==> config.mk <==
export PLATFORM = sky130hd
export DESIGN_NAME = core_watchdog
export DESIGN_NICKNAME = d
export VERILOG_FILES = /design/src/rtl/wdt_pkg.sv /design/src/rtl/wdt_regif.sv /design/src/rtl/wdt_prescaler.sv /design/src/rtl/wdt_counter.sv /design/src/rtl/wdt_escalate.sv /design/src/rtl/core_watchdog.sv
export SDC_FILE = /design/constraint.sdc
export NUM_CORES = 1
export LEC_CHECK = 0
export CORE_MARGIN = 1.5
export CORE_UTILIZATION = 40
export CTS_CLUSTER_SIZE = 16
export DETAILED_ROUTE_END_ITERATION = 8
export DONT_BUFFER_PORTS = 1
export PLACE_DENSITY = 0.56
export SETUP_SLACK_MARGIN = 0.2
export SYNTH_ARGS = -nofsm -noshare
export SYNTH_HDL_FRONTEND = slang
export SYNTH_SLANG_ARGS = --single-unit
==> constraint.sdc <==
create_clock -name clk -period 3.45 [get_ports clk]
set_input_delay 0.345 -clock clk [delete_from_list [all_inputs] [get_ports clk]]
set_output_delay 0.345 -clock clk [all_outputs]
set_load 0.005 [all_outputs]
==> src/rtl/wdt_pkg.sv <==
package wdt_pkg;
  localparam int WORD_W   = 64;
  localparam int LVL_W    = 2;
  localparam int RLD_W    = 16;
  localparam int CNT_W    = 24;
  localparam int RLD_SH   = CNT_W - RLD_W;
  localparam int LVL_LSB  = 0;
  localparam int RLD_LSB  = 4;
  localparam int CNT_LSB  = 20;
  localparam int STAGE_W  = 2;

  typedef enum logic [LVL_W-1:0] {
    LVL_OFF  = 2'd0,
    LVL_INT  = 2'd1,
    LVL_NMI  = 2'd2,
    LVL_RST  = 2'd3
  } wd_level_e;
endpackage

==> src/rtl/wdt_regif.sv <==
module wdt_regif
  import wdt_pkg::*;
#(
  parameter int ADDR_W   = 20,
  parameter int SETUP_AD = 'h40000,
  parameter int KICK_AD  = 'h50000
) (
  input  logic              wr_en,
  input  logic              rd_en,
  input  logic [ADDR_W-1:0] addr,
  input  logic [WORD_W-1:0] wdata,
  input  wd_level_e         lvl,
  input  logic [RLD_W-1:0]  rld,
  input  logic [CNT_W-1:0]  cnt,
  output logic              setup_wr,
  output logic              kick_wr,
  output wd_level_e         new_lvl,
  output logic [RLD_W-1:0]  new_rld,
  output logic [CNT_W-1:0]  new_cnt,
  output logic [WORD_W-1:0] rdata
);
  localparam logic [ADDR_W-1:0] SETUP_A = ADDR_W'(SETUP_AD);
  localparam logic [ADDR_W-1:0] KICK_A  = ADDR_W'(KICK_AD);

  logic hit_setup;
  assign hit_setup = (addr == SETUP_A);
  assign setup_wr  = wr_en && hit_setup;
  assign kick_wr   = wr_en && (addr == KICK_A);

  assign new_lvl = wd_level_e'(wdata[LVL_LSB +: LVL_W]);
  assign new_rld = wdata[RLD_LSB +: RLD_W];
  assign new_cnt = wdata[CNT_LSB +: CNT_W];

  always_comb begin
    rdata = '0;
    if (rd_en && hit_setup) begin
      rdata[LVL_LSB +: LVL_W] = lvl;
      rdata[RLD_LSB +: RLD_W] = rld;
      rdata[CNT_LSB +: CNT_W] = cnt;
    end
  end
endmodule

==> src/rtl/wdt_prescaler.sv <==
module wdt_prescaler #(
  parameter int DIV_LOG2 = 10
) (
  input  logic clk,
  input  logic rst_n,
  input  logic run,
  input  logic clear,
  output logic tick
);
  logic [DIV_LOG2-1:0] pre_q, pre_d;

  assign tick = run && !clear && (&pre_q);

  always_comb begin
    if (clear || !run) pre_d = '0;
    else               pre_d = pre_q + 1'b1;
  end

  always_ff @(posedge clk or negedge rst_n) begin
    if (!rst_n) pre_q <= '0;
    else        pre_q <= pre_d;
  end
endmodule

==> src/rtl/wdt_counter.sv <==
module wdt_counter
  import wdt_pkg::*;
(
  input  logic               clk,
  input  logic               rst_n,
  input  logic               setup_wr,
  input  logic               kick_wr,
  input  wd_level_e          new_lvl,
  input  logic [RLD_W-1:0]   new_rld,
  input  logic [CNT_W-1:0]   new_cnt,
  input  logic               tick,
  output wd_level_e          lvl_q,
  output logic [RLD_W-1:0]   rld_q,
  output logic [CNT_W-1:0]   cnt_q,
  output logic               expire,
  output logic [STAGE_W-1:0] exp_stage
);
  wd_level_e          lvl_d;
  logic [RLD_W-1:0]   rld_d;
  logic [CNT_W-1:0]   cnt_d, reload;
  logic [STAGE_W-1:0] stage_q, stage_d;
  logic               lvl_en, cnt_en, stage_en;

  assign reload    = {rld_q, {RLD_SH{1'b0}}};
  assign expire    = tick && (cnt_q == '0);
  assign exp_stage = (&stage_q) ? stage_q : stage_q + 1'b1;

  always_comb begin
    lvl_d    = lvl_q;
    rld_d    = rld_q;
    cnt_d    = cnt_q;
    stage_d  = stage_q;
    lvl_en   = 1'b0;
    cnt_en   = 1'b0;
    stage_en = 1'b0;
    if (setup_wr) begin
      lvl_d    = new_lvl;
      rld_d    = new_rld;
      cnt_d    = new_cnt;
      stage_d  = '0;
      lvl_en   = 1'b1;
      cnt_en   = 1'b1;
      stage_en = 1'b1;
    end else if (kick_wr) begin
      cnt_d    = reload;
      stage_d  = '0;
      cnt_en   = 1'b1;
      stage_en = 1'b1;
    end else if (tick) begin
      cnt_en = 1'b1;
      if (expire) begin
        cnt_d    = reload;
        stage_d  = exp_stage;
        stage_en = 1'b1;
      end else begin
        cnt_d = cnt_q - 1'b1;
      end
    end
  end

  always_ff @(posedge clk or negedge rst_n) begin
    if (!rst_n) begin
      lvl_q <= LVL_OFF;
      rld_q <= '0;
    end else if (lvl_en) begin
      lvl_q <= lvl_d;
      rld_q <= rld_d;
    end
  end

  always_ff @(posedge clk or negedge rst_n) begin
    if (!rst_n)      cnt_q <= '0;
    else if (cnt_en) cnt_q <= cnt_d;
  end

  always_ff @(posedge clk or negedge rst_n) begin
    if (!rst_n)        stage_q <= '0;
    else if (stage_en) stage_q <= stage_d;
  end
endmodule

==> src/rtl/wdt_escalate.sv <==
module wdt_escalate
  import wdt_pkg::*;
(
  input  logic               clk,
  input  logic               rst_n,
  input  logic               expire,
  input  wd_level_e          lvl,
  input  logic [STAGE_W-1:0] exp_stage,
  output logic               irq_q,
  output logic               nmi_q,
  output logic               rst_q
);
  logic irq_d, nmi_d, rst_d;
  logic last_stage;

  assign last_stage = (lvl == LVL_RST) && (exp_stage == STAGE_W'(3));

  always_comb begin
    irq_d = expire && ((exp_stage == STAGE_W'(1)) || (lvl == LVL_INT));
    nmi_d = expire && (lvl != LVL_INT) && (exp_stage >= STAGE_W'(2)) && !last_stage;
    rst_d = rst_q || (expire && last_stage);
  end

  always_ff @(posedge clk or negedge rst_n) begin
    if (!rst_n) begin
      irq_q <= 1'b0;
      nmi_q <= 1'b0;
      rst_q <= 1'b0;
    end else begin
      irq_q <= irq_d;
      nmi_q <= nmi_d;
      rst_q <= rst_d;
    end
  end
endmodule

==> src/rtl/core_watchdog.sv <==
module core_watchdog
  import wdt_pkg::*;
#(
  parameter int ADDR_W   = 20,
  parameter int SETUP_AD = 'h40000,
  parameter int KICK_AD  = 'h50000,
  parameter int DIV_LOG2 = 10
) (
  input  logic              clk,
  input  logic              rst_n,
  input  logic              wr_en,
  input  logic              rd_en,
  input  logic [ADDR_W-1:0] addr,
  input  logic [63:0]       wdata,
  output logic [63:0]       rdata,
  output logic              irq_o,
  output logic              nmi_o,
  output logic              rst_req_o
);
  logic [1:0] sync_q;
  logic       rst_int_n;

  always_ff @(posedge clk or negedge rst_n) begin
    if (!rst_n) sync_q <= 2'b00;
    else        sync_q <= {sync_q[0], 1'b1};
  end
  assign rst_int_n = sync_q[1];

  logic               setup_wr, kick_wr, tick, expire;
  wd_level_e          new_lvl, lvl_q;
  logic [RLD_W-1:0]   new_rld, rld_q;
  logic [CNT_W-1:0]   new_cnt, cnt_q;
  logic [STAGE_W-1:0] exp_stage;

  wdt_regif #(.ADDR_W(ADDR_W), .SETUP_AD(SETUP_AD), .KICK_AD(KICK_AD)) u_regif (
    .wr_en(wr_en), .rd_en(rd_en), .addr(addr), .wdata(wdata),
    .lvl(lvl_q), .rld(rld_q), .cnt(cnt_q),
    .setup_wr(setup_wr), .kick_wr(kick_wr),
    .new_lvl(new_lvl), .new_rld(new_rld), .new_cnt(new_cnt), .rdata(rdata)
  );

  wdt_prescaler #(.DIV_LOG2(DIV_LOG2)) u_pre (
    .clk(clk), .rst_n(rst_int_n), .run(lvl_q != LVL_OFF),
    .clear(setup_wr || kick_wr), .tick(tick)
  );

  wdt_counter u_cnt (
    .clk(clk), .rst_n(rst_int_n), .setup_wr(setup_wr), .kick_wr(kick_wr),
    .new_lvl(new_lvl), .new_rld(new_rld), .new_cnt(new_cnt), .tick(tick),
    .lvl_q(lvl_q), .rld_q(rld_q), .cnt_q(cnt_q),
    .expire(expire), .exp_stage(exp_stage)
  );

  wdt_escalate u_esc (
    .clk(clk), .rst_n(rst_int_n), .expire(expire), .lvl(lvl_q),
    .exp_stage(exp_stage), .irq_q(irq_o), .nmi_q(nmi_o), .rst_q(rst_req_o)
  );
endmodule

# ---- Word-level counts from Yosys, hierarchy flattened
# Cells that the tools add are included.
dict set report totals {
  output_inout_bits 67
  mem_count 0
  mem_bits_rw 0
  word_cells 68
  input_bits 88
  mem_bits_ro 0
  regBits 59
  latchBits 0
}
dict set report classes {
  n_reduce_logical 28
  shifts 0
  n_div 0
  muxes 20
  n_eq_ne 7
  multipliers 0
  n_addsub 3
  n_bitwise 0
  magnitude_cmp 1
}
# cell n
set op_table {}
lappend op_table {{$mux 24} 4}
lappend op_table {{$eq 20x19->1 const B} 2}
lappend op_table {{$mux 40} 1}
lappend op_table {{$logic_not 24->1} 1}
lappend op_table {{$sub 24x1->24 const B} 1}
lappend op_table {{$logic_and 1x1->1} 12}
lappend op_table {{$mux 2} 6}
lappend op_table {{$add 10x1->10 const B} 1}
lappend op_table {{$mux 10} 1}
lappend op_table {{$reduce_and 10->1} 1}
lappend op_table {{$mux 1} 8}
lappend op_table {{$reduce_and 2->1} 3}
lappend op_table {{$reduce_bool 3->1} 2}
lappend op_table {{$eq 2x1->1 const B} 2}
lappend op_table {{$eq 2x2->1 const B} 2}
lappend op_table {{$logic_or 1x1->1} 4}
lappend op_table {{$logic_not 1->1} 3}
lappend op_table {{$reduce_and 3->1} 1}
lappend op_table {{$add 2x1->2 const B} 1}
lappend op_table {{$ge 2x2->1 const B} 1}
lappend op_table {{$ne 2x1->1 const B} 1}
lappend op_table {{$reduce_bool 2->1} 1}

# ---- Depth between registers and ports, before layout
dict set report depth {
  ltp_word 12
  ltp_mapped 9
  ltp_nobuf 8
}

# ---- Hierarchy
# A second synthesis with hierarchy kept.
dict set report hier_totals {
  cells_unflattened 430
  hier_area_um2 4201.5
}
# mod seq_area_each_um2 cells_each n_inst area_per_inst_um2
set by_module_without_submodules {}
lappend by_module_without_submodules {wdt_counter 1101.1 236 1 2492.4}
lappend by_module_without_submodules {wdt_regif 0.0 130 1 1029.7}
lappend by_module_without_submodules {wdt_prescaler 250.2 48 1 486.7}
lappend by_module_without_submodules {wdt_escalate 75.1 11 1 126.4}
lappend by_module_without_submodules {core_watchdog 50.0 5 1 66.3}

# ---- Least setup slack after synthesis
# OpenSTA, ideal clock, no wires.
dict set report synth_path {
  path_type {reg2reg}
  start {register u_cnt.cnt_q[22]}
  end {register u_cnt.cnt_q[9]}
  required_ns 3.328
  arrival_time_ns 2.241
  path_slack_ns 1.087
  path_stages_with_launch 8
  setup_ns 0.122
  cell_sequence {dfrtp_1 or4_4 or2_1 or4_4 o31a_1 buf_6 o2111ai_1 nand2_1}
}
dict set report synth_between {
  elab_chain_len 6
}
# element line
set synth_lines {}
lappend synth_lines {{from (decl)} wdt_counter.sv:14} ;# output logic [CNT_W-1:0] cnt_q,
lappend synth_lines {{from (signal assigned)} wdt_counter.sv:73} ;# else if (cnt_en) cnt_q <= cnt_d;
lappend synth_lines {{$logic_not 24->1} wdt_counter.sv:25} ;# assign expire = tick && (cnt_q == '0);
lappend synth_lines {{$logic_and 1x1->1} wdt_counter.sv:25}
lappend synth_lines {{$mux 24} wdt_counter.sv:51} ;# if (expire) begin
lappend synth_lines {{$mux 24} wdt_counter.sv:49} ;# end else if (tick) begin
lappend synth_lines {{$mux 24} wdt_counter.sv:44} ;# end else if (kick_wr) begin
lappend synth_lines {{$mux 24} wdt_counter.sv:36} ;# if (setup_wr) begin
# No other way between the ends. The select of a mux whose other input is x is not followed.
# A chain may end at the register's enable or synchronous reset.

# ---- Worst setup path in the final report
dict set report layout_path {
  start {register u_cnt.cnt_q[0]}
  end {register u_cnt.cnt_q[14]}
}
dict set report layout_between {
  elab_chain_len 6
}
# element line
set layout_lines {}
lappend layout_lines {{branches (longest 2 deep; another with $sub 24x1->24)} n/a}
lappend layout_lines {{$mux 24 *} wdt_counter.sv:51}
lappend layout_lines {{$mux 24 *} wdt_counter.sv:49}
lappend layout_lines {{$mux 24 *} wdt_counter.sv:44}
lappend layout_lines {{$mux 24 *} wdt_counter.sv:36}
# Mark *: on every way between the ends. The select of a mux whose other input is x is not followed.

==> impl_metrics.yaml <==
outcome:
  status: "complete, no violations"
clock_tree:
  insertion_delay_ps: 350
  cts_tree: "built"
  post_cts_buffers: 0
  clk_path_buf_depth: 2
  cts_buffers: 9
  cts.sinks: 59
  cts_hold_buf: 1
  htreeDepth: 3
  clockRootBuffer: "clkbuf_8"
  cts_resized: 0
  path_clk_slew_ps: 80
grt:
  grt_pass1_vias: 3186
  grt_max_degree: 34
  grt_use_met2_pct: 36.1
  grt-ovfl-total: 0
  antenna_found_initial: 0
  grt_use_total_pct: 21.7
  use_met1_pct: 27.2
  grt_pass1_wl_mm: 16.6
  met3_usage_pct: 6.82
  busiest_layer: "met2"
logic_synthesis:
  synth_top_cell_area_share_pct: 39.3
  syn_inst: 433
  synthTopCellsByArea: "dfrtp_1 (39%), and2_1 (7.5%), mux2_2 (4.5%)"
  yosysMostFrequentCell: "dfrtp_1"
  synth_top_area_cell: "dfrtp_1"
  synth_flop_cell: "dfrtp_1"
  synth_warnings: 0
  synth_edf_count: 0
  synthArstFlopShare_pct: 100
  synth-seq-cells: 59
  ys_seq_area_share_pct: 39.3
  synth_commonest_cells: "dfrtp_1 (59), and2_1 (45), nand2_1 (34)"
  syn_avg_cell_area_sq_um: 8.67
  ys_types: 55
  syn_area_sq_um: 3750
sta:
  worst_pin_slew_ps: 873
  period_minus_slack_ps: 2720
  setup_viol: 0
  maxSlewHeadroom_pct: 41.8
  timing.fmax_ghz: 0.368
  rsz0062_at_grt: "false"
  slew_viol_final: 0
  period_share_pct: 78.8
  fin_setup_tns_ps: 0
  hold_viol: 0
  skew_ps: 7.71
  hold_slack_ps: 103
  timing.final.ws_setup_ps: 733
routing:
  vias_per_cell: 5.98
  first_pass_iters: 5
  routed_wl_mm: 10.5
  drcViolationCount: 0
  num_vias: 3289
  routedWlPerCell_um: 19.1
  drtIter0Drc: 184
  ant_nets: 0
floorplanning:
  die_h_um: 99.9
  dieArea_sq_um: 9980
  die_w_um: 99.9
  core_area_sq_um: 9150
  rows: 35
  initial_utilization_pct: 41.0
  ios: 155
worst_setup_path:
  slowest_delay_ps: 510
  worstPathCellList: "inv_1, ha_1, or4b_1, nor3_1, buf_4, and2_1, nand3_1, a21oi_1, a211oi_1"
  critPathKind: "flop to flop"
  cp-start-kind: "flop"
  cp_slowest_cell: "or4b_1"
  crit_family: "simple AND/OR/NAND/NOR gates"
  critPathArrivalTime_ps: 2910
  r2r_slack_ps: 730
  cp-end-kind: "flop"
  cp.buffers_inverters: 2
  path_max_fanout: 10
  required_ps: 3640
cells_and_area:
  post-route-util_pct: 43.8
  drive_gt1_share_pct: 11.6
  n_antenna_cell: 0
  stdcell_count: 550
  final_area_sq_um: 4010
  finalNetCount: 525
  area_growth_pct: 6.76
place:
  place.gp.congestion: 0.879
  placed_area_sq_um: 3800
  place_ws_ps: 754
  port_buffers: 0
  hpwl_mm: 7.72
  placed_cells: 533
run:
  cap_viol_max_count: 0
pwr:
  power_mw: 1.42
  p_leak_nw: 1.74
  pwr_density_cell_nw_per_um2: 355
  vdd_drop_max_v: 0.000308
min_path:
  hp-class: "input port to flop"
==> cells by family (layout without fill, tap and decap cells) <==
family / count (synthesis) / after routing / synth area share (%)
AO/OA/AOI/OAI: 92 / 92 / 15.5
other: 2 / 23 / 0.200
buffers and inverters: 53 / 38 / 7.86
AND/OR/NAND/NOR: 197 / 197 / 28.8
flip-flops: 59 / 59 / 39.3
multiplexers: 16 / 16 / 4.77
XOR/XNOR: 11 / 11 / 2.57
adder cells (fa/ha/maj): 3 / 3 / 1.00
==> area by class of cell <==
| class | count | area, sq um |
|---|---|---|
| fill | 926 | 5140 |
| inverter | 10 | 37.5 |
| timing repair buffer | 12 | 92.6 |
| clock inverter | 7 | 76.3 |
| sequential | 59 | 1480 |
| multi-input combinational | 342 | 2060 |
| tap | 111 | 139 |
| clock buffer | 9 | 124 |
==> worst reg2reg max path, stage by stage, from the launching register on <==
cell and delay, ps:
dfrtp_1 420, inv_1 140, ha_1 160, or4b_1 520, nor3_1 170, buf_4 160, and2_1 380, nand3_1 320
a21oi_1 230, a211oi_1 70
==> power breakdown <==
group	leakage [nW]	switching [mW]	internal [mW]	total (mW)
clock	0.0962	0.316	0.338	0.654
combinational	0.890	0.0252	0.0133	0.0385
sequential	0.758	0.0217	0.707	0.729
==> path summary, 6_finish.rpt <==
path	cells past startpoint	endpoint	start
max reg2reg	9	u_cnt.cnt_q[14]	u_cnt.cnt_q[0]
min	2	u_cnt.rld_q[15]	wdata[19]
min in group asynchronous	1	sync_q[0]	rst_n
max	9	u_cnt.cnt_q[14]	u_cnt.cnt_q[0]
min reg2reg	0	u_cnt.lvl_q[0]	sync_q[1]
max in group asynchronous	1	u_cnt.cnt_q[5]	sync_q[1]
==> layer usage <==
metal  up-vias  routed length (um)
met5         -                   0
met3        11                 785
met1      1613                4520
met2       140                5090
met4         0                 112
li1       1525                   -
==> cells in the final DEF (no fill, tap or decap), types with 2 or more instances in the layout <==
cell type / Yosys / layout
dfrtp_1: 59 / 58
and2_1: 45 / 45
nand2_1: 34 / 34
nor2_1: 32 / 32
a21oi_1: 30 / 30
conb_1: 2 / 23
nand3_1: 20 / 20
o21ai_0: 18 / 18
nor3_1: 17 / 17
mux2_2: 15 / 15
buf_4: 22 / 11
inv_1: 10 / 10
nor4_1: 9 / 9
nand4_1: 9 / 9
clkbuf_8: 0 / 9
xor2_1: 8 / 8
o32ai_1: 7 / 7
o22ai_1: 7 / 7
a211oi_1: 6 / 6
and4_1: 5 / 5
a22oi_1: 5 / 5
or3_1: 5 / 5
and3_1: 4 / 4
xnor2_1: 3 / 3
ha_1: 3 / 3
nor4b_1: 2 / 2
nor4_2: 2 / 2
or4_4: 2 / 2
or4b_2: 2 / 2
nor2b_1: 2 / 2
a21o_1: 2 / 2
o21a_1: 2 / 2
o211ai_1: 2 / 2
o221ai_1: 2 / 2
clkinvlp_4: 0 / 2
inv_6: 0 / 2
==> flip-flops by register name (all words and copies together) (netlist names) <==
name           flops
u_esc.nmi_q        1
u_esc.rst_q        1
u_pre.pre_q       10
u_cnt.lvl_q        2
u_cnt.stage_q      2
u_esc.irq_q        1
u_cnt.rld_q       16
sync_q             2
u_cnt.cnt_q       24
Note: power is estimated with default switching activity, not from simulation.
